<file path="config.mk">
export PLATFORM = sky130hd
export DESIGN_NAME = ecc_flit_path
export DESIGN_NICKNAME = d
export VERILOG_FILES = /design/src/rtl/ecc_flit_pkg.sv /design/src/rtl/ecc_flit_rst_sync.sv /design/src/rtl/ecc_flit_scatter.sv /design/src/rtl/ecc_flit_gather.sv /design/src/rtl/ecc_flit_tree.sv /design/src/rtl/ecc_flit_enc.sv /design/src/rtl/ecc_flit_dec.sv /design/src/rtl/ecc_flit_path.sv
export SDC_FILE = /design/constraint.sdc
export NUM_CORES = 1
export LEC_CHECK = 0
export BUFFER_PORTS_ARGS = -buffer_cell sky130_fd_sc_hd__clkbuf_2
export CAP_MARGIN = 20
export CORE_UTILIZATION = 45
export CTS_CLUSTER_DIAMETER = 100
export DETAILED_ROUTE_END_ITERATION = 6
export HOLD_SLACK_MARGIN = 0.12
export PLACE_DENSITY = 0.78
export RECOVER_POWER = 50
export SYNTH_ARGS = -nofsm -noshare
export SYNTH_HDL_FRONTEND = slang
export SYNTH_SLANG_ARGS = --single-unit
</file>
<file path="constraint.sdc">
create_clock -name clk -period 1.2 [get_ports clk]
set_input_delay 0.12 -clock clk [delete_from_list [all_inputs] [get_ports clk]]
set_output_delay 0.12 -clock clk [all_outputs]
set_load 0.02 [all_outputs]
</file>
<file path="src/rtl/ecc_flit_pkg.sv">
package ecc_flit_pkg;

  // Smallest parity count p meeting 2^p >= m + p + 1.
  function automatic int par_w_f(input int m);
    int p;
    p = 1;
    while ((1 << p) < (m + p + 1)) p++;
    return p;
  endfunction

endpackage

</file>
<file path="src/rtl/ecc_flit_rst_sync.sv">
module ecc_flit_rst_sync (
  input  logic clk,
  input  logic rst_n,
  output logic rst_sync_n
);

  logic stage_q;

  always_ff @(posedge clk or negedge rst_n) begin
    if (!rst_n) begin
      stage_q    <= 1'b0;
      rst_sync_n <= 1'b0;
    end else begin
      stage_q    <= 1'b1;
      rst_sync_n <= stage_q;
    end
  end

endmodule

</file>
<file path="src/rtl/ecc_flit_scatter.sv">
// Places data bits at the non-power-of-two positions; parity slots are zero.
module ecc_flit_scatter #(
  parameter int DATA_W = 8,
  parameter int CODE_W = 12
) (
  input  logic [DATA_W-1:0] data,
  output logic [CODE_W-1:0] word
);

  for (genvar pos = 1; pos <= CODE_W; pos++) begin : g_pos
    if ((pos & (pos - 1)) == 0) begin : g_par
      assign word[pos-1] = 1'b0;
    end else begin : g_dat
      assign word[pos-1] = data[pos - $clog2(pos + 1) - 1];
    end
  end

endmodule

</file>
<file path="src/rtl/ecc_flit_gather.sv">
// Extracts data bits from the non-power-of-two positions of a codeword.
module ecc_flit_gather #(
  parameter int DATA_W = 8,
  parameter int CODE_W = 12
) (
  input  logic [CODE_W-1:0] word,
  output logic [DATA_W-1:0] data,
  output logic              unused_par
);

  logic [CODE_W-1:0] par_bits;

  for (genvar pos = 1; pos <= CODE_W; pos++) begin : g_pos
    if ((pos & (pos - 1)) == 0) begin : g_par
      assign par_bits[pos-1] = word[pos-1];
    end else begin : g_dat
      assign par_bits[pos-1] = 1'b0;
      assign data[pos - $clog2(pos + 1) - 1] = word[pos-1];
    end
  end

  assign unused_par = ^par_bits;

endmodule

</file>
<file path="src/rtl/ecc_flit_tree.sv">
// Check-bit XOR trees; bit k covers every position whose index has bit k set.
module ecc_flit_tree #(
  parameter int CODE_W = 12,
  parameter int PAR_W  = 4
) (
  input  logic [CODE_W-1:0] word,
  output logic [PAR_W-1:0]  chk
);

  for (genvar k = 0; k < PAR_W; k++) begin : g_chk
    logic acc;
    always_comb begin
      acc = 1'b0;
      for (int pos = 1; pos <= CODE_W; pos++) begin
        if (((pos >> k) & 1) != 0) acc = acc ^ word[pos-1];
      end
    end
    assign chk[k] = acc;
  end

endmodule

</file>
<file path="src/rtl/ecc_flit_enc.sv">
module ecc_flit_enc #(
  parameter int DATA_W = 8,
  parameter int PAR_W  = 4,
  parameter int CODE_W = 12
) (
  input  logic              clk,
  input  logic              rst_n,
  input  logic              in_valid,
  input  logic [DATA_W-1:0] in_data,
  output logic              cw_valid,
  output logic [CODE_W-1:0] cw_code
);

  logic [CODE_W-1:0] placed;
  logic [PAR_W-1:0]  par;
  logic [CODE_W-1:0] code_next;
  logic [CODE_W-1:0] code_d;

  ecc_flit_scatter #(.DATA_W(DATA_W), .CODE_W(CODE_W)) u_scatter (
    .data (in_data),
    .word (placed)
  );

  ecc_flit_tree #(.CODE_W(CODE_W), .PAR_W(PAR_W)) u_tree (
    .word (placed),
    .chk  (par)
  );

  always_comb begin
    code_next = placed;
    for (int k = 0; k < PAR_W; k++) code_next[(1 << k) - 1] = par[k];
  end

  always_comb begin
    code_d = in_valid ? code_next : cw_code;
  end

  always_ff @(posedge clk or negedge rst_n) begin
    if (!rst_n) begin
      cw_valid <= 1'b0;
      cw_code  <= '0;
    end else begin
      cw_valid <= in_valid;
      cw_code  <= code_d;
    end
  end

endmodule

</file>
<file path="src/rtl/ecc_flit_dec.sv">
module ecc_flit_dec #(
  parameter int DATA_W = 8,
  parameter int PAR_W  = 4,
  parameter int CODE_W = 12
) (
  input  logic              clk,
  input  logic              rst_n,
  input  logic              in_valid,
  input  logic [CODE_W-1:0] in_code,
  output logic              fx_valid,
  output logic [DATA_W-1:0] fx_data,
  output logic [PAR_W-1:0]  fx_syn,
  output logic              fx_err,
  output logic              fx_uncorr
);

  logic [PAR_W-1:0]  syn;
  logic [CODE_W-1:0] flip;
  logic [CODE_W-1:0] fixed;
  logic [DATA_W-1:0] data_next;
  logic              unused_par;
  logic              err_next;
  logic              uncorr_next;

  logic [DATA_W-1:0] data_d;
  logic [PAR_W-1:0]  syn_d;
  logic              err_d;
  logic              uncorr_d;

  ecc_flit_tree #(.CODE_W(CODE_W), .PAR_W(PAR_W)) u_tree (
    .word (in_code),
    .chk  (syn)
  );

  for (genvar pos = 1; pos <= CODE_W; pos++) begin : g_flip
    assign flip[pos-1] = (syn == PAR_W'(pos));
  end

  assign fixed = in_code ^ flip;

  ecc_flit_gather #(.DATA_W(DATA_W), .CODE_W(CODE_W)) u_gather (
    .word       (fixed),
    .data       (data_next),
    .unused_par (unused_par)
  );

  assign err_next    = |syn;
  assign uncorr_next = (syn > PAR_W'(CODE_W));

  always_comb begin
    if (in_valid) begin
      data_d   = data_next;
      syn_d    = syn;
      err_d    = err_next;
      uncorr_d = uncorr_next;
    end else begin
      data_d   = fx_data;
      syn_d    = fx_syn;
      err_d    = fx_err;
      uncorr_d = fx_uncorr;
    end
  end

  always_ff @(posedge clk or negedge rst_n) begin
    if (!rst_n) begin
      fx_valid  <= 1'b0;
      fx_data   <= '0;
      fx_syn    <= '0;
      fx_err    <= 1'b0;
      fx_uncorr <= 1'b0;
    end else begin
      fx_valid  <= in_valid;
      fx_data   <= data_d;
      fx_syn    <= syn_d;
      fx_err    <= err_d;
      fx_uncorr <= uncorr_d;
    end
  end

endmodule

</file>
<file path="src/rtl/ecc_flit_path.sv">
module ecc_flit_path
  import ecc_flit_pkg::*;
#(
  parameter  int DATA_W = 8,
  localparam int PAR_W  = par_w_f(DATA_W),
  localparam int CODE_W = DATA_W + PAR_W
) (
  input  logic              clk,
  input  logic              rst_n,
  input  logic              wr_valid,
  input  logic [DATA_W-1:0] wr_data,
  output logic              enc_valid,
  output logic [CODE_W-1:0] enc_code,
  input  logic              rd_valid,
  input  logic [CODE_W-1:0] rd_code,
  output logic              out_valid,
  output logic [DATA_W-1:0] out_data,
  output logic [PAR_W-1:0]  out_syndrome,
  output logic              out_err,
  output logic              out_uncorr
);

  logic rst_sync_n;

  ecc_flit_rst_sync u_rst (
    .clk        (clk),
    .rst_n      (rst_n),
    .rst_sync_n (rst_sync_n)
  );

  ecc_flit_enc #(.DATA_W(DATA_W), .PAR_W(PAR_W), .CODE_W(CODE_W)) u_enc (
    .clk      (clk),
    .rst_n    (rst_sync_n),
    .in_valid (wr_valid),
    .in_data  (wr_data),
    .cw_valid (enc_valid),
    .cw_code  (enc_code)
  );

  ecc_flit_dec #(.DATA_W(DATA_W), .PAR_W(PAR_W), .CODE_W(CODE_W)) u_dec (
    .clk       (clk),
    .rst_n     (rst_sync_n),
    .in_valid  (rd_valid),
    .in_code   (rd_code),
    .fx_valid  (out_valid),
    .fx_data   (out_data),
    .fx_syn    (out_syndrome),
    .fx_err    (out_err),
    .fx_uncorr (out_uncorr)
  );

endmodule

</file>
Word-level counts from Yosys, hierarchy flattened
Cells that the tools add are included.
Widths: inputs -> output; s select.
{ "totals": {"input_bits": 24, "regBits": 30, "output_inout_bits": 28, "elab_cells": 56} }
{ "classes": {"n_eq_ne": 12, "bitwise": 33, "order_cmp": 1, "reduce_logical": 1} }
{ "op_table": {"columns": ["cell", "n"], "rows": [
  ["$xor 1x1->1", 32],
  ["$eq 4x4->1 const B", 5],
  ["$eq 4x3->1 const B", 4],
  ["$xor 12x12->12", 1],
  ["$eq 4x2->1 const B", 2],
  ["$eq 4x1->1 const B", 1],
  ["$gt 4x4->1 const B", 1],
  ["$reduce_or 4->1", 1]
]} }

Logic depth before layout (Yosys ltp)
{ "logic_depth": {"ltp_word": 7, "ltp_mapped": 5, "depth_no_buf": 4} }

Hierarchy
From an unflattened synthesis, not the netlist that was laid out.
{ "unflattened": {"cells_unflattened": 146, "area_unflattened_um2": 2024.4} }
{ "modules_own_cells": {"columns": ["module", "seq_area_each_um2", "area_per_inst_um2", "n_inst", "cells_per_inst"], "rows": [
  ["ecc_flit_dec", 375.4, 890.9, 1, 63],
  ["ecc_flit_enc", 325.3, 509.2, 1, 26],
  ["ecc_flit_tree", 0.0, 195.2, 2, 15],
  ["ecc_flit_scatter", 0.0, 93.8, 1, 13],
  ["ecc_flit_gather", 0.0, 86.3, 1, 11],
  ["ecc_flit_rst_sync", 50.0, 53.8, 1, 3]
]} }

Least setup slack after synthesis
No wires, ideal clock.
{ "synth_timing": {"path_type": "input port to flip-flop", "from": "in rd_code[6]", "to": "reg u_dec.fx_err", "path_slack_ns": -0.215, "stages": 5, "arrival_ns": 1.278, "required_ns": 1.063, "setup_ns": 0.137, "n_path_buf": 1, "cell_sequence": "xnor3_2 > xor2_1 > buf_6 > nor4_2 > a21oi_1"} }
{ "synth_via": {"elab_chain_len": 4, "word_cells_on_any_way": 9, "cone_classes": "bitwise (8); reduce/logical (1)"} }
{ "synth_rtl": {"columns": ["item", "line_no", "rtl"], "rows": [
  ["start: declaration", "ecc_flit_path.sv:15", "input logic [CODE_W-1:0] rd_code,"],
  ["$xor 1x1->1 (3 in a row)", "ecc_flit_tree.sv:15", "if (((pos >> k) & 1) != 0) acc = acc ^ word[pos-1];"],
  ["$reduce_or 4->1 (*)", "ecc_flit_dec.sv:47", "assign err_next = |syn;"],
  ["end signal: assignment", "ecc_flit_dec.sv:75", "fx_err <= err_d;"],
  ["end: declaration", "ecc_flit_dec.sv:13", "output logic fx_err,"]
]} }
Every way passes the cells marked *; elsewhere a longest branch is shown, timed or not.
A chain may end at the register's enable or synchronous reset.

Worst setup path after layout
{ "layout_timing": {"from": "in rd_code[2]", "to": "reg u_dec.fx_data[0]"} }
{ "layout_via": {"elab_chain_len": 7, "word_cells_on_any_way": 12, "cone_classes": "eq/ne (1); bitwise (11)"} }
{ "layout_rtl": {"columns": ["item", "line_no", "rtl"], "rows": [
  ["$xor 1x1->1 (5 in a row)", "ecc_flit_tree.sv:15", null],
  ["$eq 4x2->1", "ecc_flit_dec.sv:36", "assign flip[pos-1] = (syn == PAR_W'(pos));"],
  ["$xor 12x12->12 (*)", "ecc_flit_dec.sv:39", "assign fixed = in_code ^ flip;"],
  ["end signal: assignment", "ecc_flit_dec.sv:73", "fx_data <= data_d;"],
  ["end: declaration", "ecc_flit_dec.sv:11", "output logic [DATA_W-1:0] fx_data,"]
]} }
Marked as above.

==> results.toml <==
[sta]
finClkSkew_ns = 0.01334
finalHoldViolCount = 0
finalMaxSlewViolations = 0
slew-limit-headroom_pct = 57.29
worst_slack_ns = -0.07327
tns_ns = -0.3029
holdWs_ns = 0.1919
rsz0062_at_grt = "true"
period_share_pct = 106.1
fmax_mhz = 785.4
finalCriticalPeriod_ns = 1.273
tightest_slew_ns = 0.6407
setup_violations = 9

[placement]
place_ws_ns = -0.5254
io_buffers = 51
placed_area_mm2 = 0.002132
place_congestion = 0.7846
dp_hpwl_um = 2620

[logic_synthesis]
synth-seq-cells = 30
syn-cell-area_mm2 = 0.001642
synthTopCellsByArea = "dfrtp_1, xnor2_1, mux2_2, a41o_1, o221ai_1"
postSynthAreaPerCell_um2 = 11.73
synth_nets = 164
yosysUniqueCellTypes = 24
synth_top_cell_area_share_pct = 45.73
ys_seq_area_share_pct = 45.73
yosys.area.top_type = "dfrtp_1"
syn_inst = 140
synth-warning-count = 0

[finish]
area_delta_synth_final_pct = 55.49
drive_above_1_share_pct = 50.85
fin_nets = 259
antenna_cells = 0
final_area_mm2 = 0.002552

[critical_path]
cp_cell_sequence = "buf_6 -> xnor3_4 -> buf_12 -> xor2_4 -> buf_6 -> nand4_1 -> o221ai_2"
crit_fanout = 5
critPathSlowestCell = "xnor3_4"
critPathRequiredTime_ns = 1.44
cp-end-kind = "flop"
crit_buf_inv = 3
crit_arrival_ns = 1.51
critical_path.top_delay_family = "XOR/XNOR gates"
timing.critical_path.mode_cell = "buf_6"
max_stage_delay_ns = 0.51
cp-start-kind = "primary input"
critPathKind = "in -> reg"

[power_and_ir_drop]
power_mw = 3.683
sequentialPowerShare_pct = 34.3
p_per_area_mw_per_mm2 = 1443
internal_power_mw = 2.358
combinationalPowerShare_pct = 44.5
power.share.switching_pct = 35.97
p_leak_nw = 1.197
p_clk_share_pct = 21.1
vdd_drop_max_mv = 0.7893
switchingPower_mw = 1.325

[run_status]
violations = "negative setup slack"
status = "finished, violations left"

[global_routing]
grt_pass1_wl_um = 6927
grt_max_degree = 28
grt_util_met3_pct = 4.380
grtUsageMet2_pct = 43.34
busiest_layer = "met2"
grt_pass1_vias = 1534
antenna_found_initial = 0
grt_overflow = 0
grtUsageMet1_pct = 24.70
grt_usage_pct = 23.00

[routing]
final_antenna_net_count = 0
drt-initial-drc-count = 48
drc = 0
drt_wl_total_um = 4224
wire_per_inst_um = 14.98
viasPerCell = 5.238
drtPass1Iterations = 4
dr_total_vias = 1477

[worst_hold_path]
hold_path_class = "reg -> async"

[clock_network]
cts.sinks = 30
worstSkewPairLatency_ns = 0.33
cts_tree = "yes"
clockBufferDepth = 2
clk_pin_slew_worst_paths_ns = 0.11
root_buffer = "clkbuf_4"
ctsHtreeMaxLevel = 2
cts_made_buffers = 5

[floorplanning]
dieArea_mm2 = 0.003894
core_mm2 = 0.003416
num_rows = 21
die_h_um = 62.40
pin_count = 52
die_w_um = 62.40
start_util_pct = 48.06

[job]
drv_cap = 0
metrics by stage:
stage	utilization, %	std cells
after CTS	72.93	281
after global routing	74.73	282
after global placement	62.42	254
after detailed placement	62.42	254
after floorplan	-	140
final	74.73	282
repair_timing:
action                                  4_1_cts  5_1_grt
gates resized for setup                      12       12
gates cloned                                  2        0
endpoints found under the setup margin       10       11
pin swaps                                    12       11
endpoints found under the hold margin        11        0
hold buffers                                 11        0
setup buffers                                 6        1
flip-flops by register name, summed over array words and instances (netlist names):
signal and flops:
u_dec.fx_syn 4, u_dec.fx_err 1, u_rst.stage_q 1, u_dec.fx_valid 1, u_enc.cw_code 12, u_rst.rst_sync_n 1, u_enc.cw_valid 1, u_dec.fx_data 8
u_dec.fx_uncorr 1
final cells by class:
| class | count | area [um^2] |
|---|---|---|
| inverter | 9 | 33.78 |
| clock buffer | 5 | 37.54 |
| timing repair buffer | 94 | 650.6 |
| multi-input combinational | 95 | 982.2 |
| sequential | 30 | 750.7 |
| fill | 230 | 863.3 |
| clock inverter | 3 | 40.04 |
| tap | 46 | 57.56 |
power by group through the flow:
stage / Sequential (mW) / Clock (mW) / Combinational (mW)
detailed placement: 1.28 / 0 / 1.31
global placement: 1.27 / 0 / 1.28
global route: 1.28 / 0.848 / 1.75
CTS: 1.26 / 0.797 / 1.54
finish: 1.26 / 0.778 / 1.64
floorplan: 1.48 / 0 / 0.652
Yosys cell counts:
cell type / instances
buf_6: 1
xnor3_2: 1
nand2b_1: 8
nand2_1: 8
nor2_1: 5
dfrtp_1: 30
inv_1: 9
xnor3_1: 2
xor2_1: 4
nand4_1: 8
o2111ai_1: 1
xnor2_1: 16
xnor2_2: 2
buf_2: 2
conb_1: 1
a41o_1: 8
a21oi_1: 5
nor4_2: 1
xor3_1: 2
o221ai_1: 8
mux2_2: 12
buf_4: 1
clkbuf_1: 4
o21ai_0: 1
cell families after synthesis:
family                    share of synthesized area [%]
DFF                                               45.73
and+or+nand+nor                                   9.833
xor gates and xnor gates                          19.74
AOI/OAI and AO/OA                                 11.51
buffers and inverters                             4.725
muxes                                             8.232
other                                            0.2284
path summary, 6_finish.rpt:
check / from / to / slack, ns / depth (start not counted)
setup / recovery: rd_code[2] / u_dec.fx_data[0]$_DFFE_PN0P_ / -0.07 / 7
hold / removal: u_rst.rst_sync_n$_DFF_PN0_ / u_dec.fx_syn[2]$_DFFE_PN0P_ / 0.19 / 1
setup reg to reg: u_rst.rst_sync_n$_DFF_PN0_ / u_enc.cw_code[5]$_DFFE_PN0P_ / 0.42 / 1
hold reg to reg: u_rst.rst_sync_n$_DFF_PN0_ / u_dec.fx_syn[2]$_DFFE_PN0P_ / 0.19 / 1
max in group asynchronous: rst_n / u_rst.stage_q$_DFF_PN0_ / 0.40 / 3
min in group clk: rd_code[2] / u_dec.fx_data[0]$_DFFE_PN0P_ / 0.21 / 4
layout by cell type, fill, tap and decap left out, drive strengths merged:
cell type    instances
clkbuf              55
buf                 33
dfrtp               30
xnor2               18
mux2                12
dlygate4sd3         11
inv                  9
nand4                8
nand2b               8
nand2                8
a41o                 8
o221ai               8
xor2                 6
nor2                 5
a21oi                5
xnor3                3
clkinv               2
xor3                 2
o2111ai              1
o21ai                1
nor4                 1
bufinv               1
conb                 1
layer usage:
metal	routed length (um)	share of wire [%]
met1	1667	39
met2	2237	53
met3	221	5.2
met4	98	2.3
met5	0	0
Power figures use the tool's default switching activity.
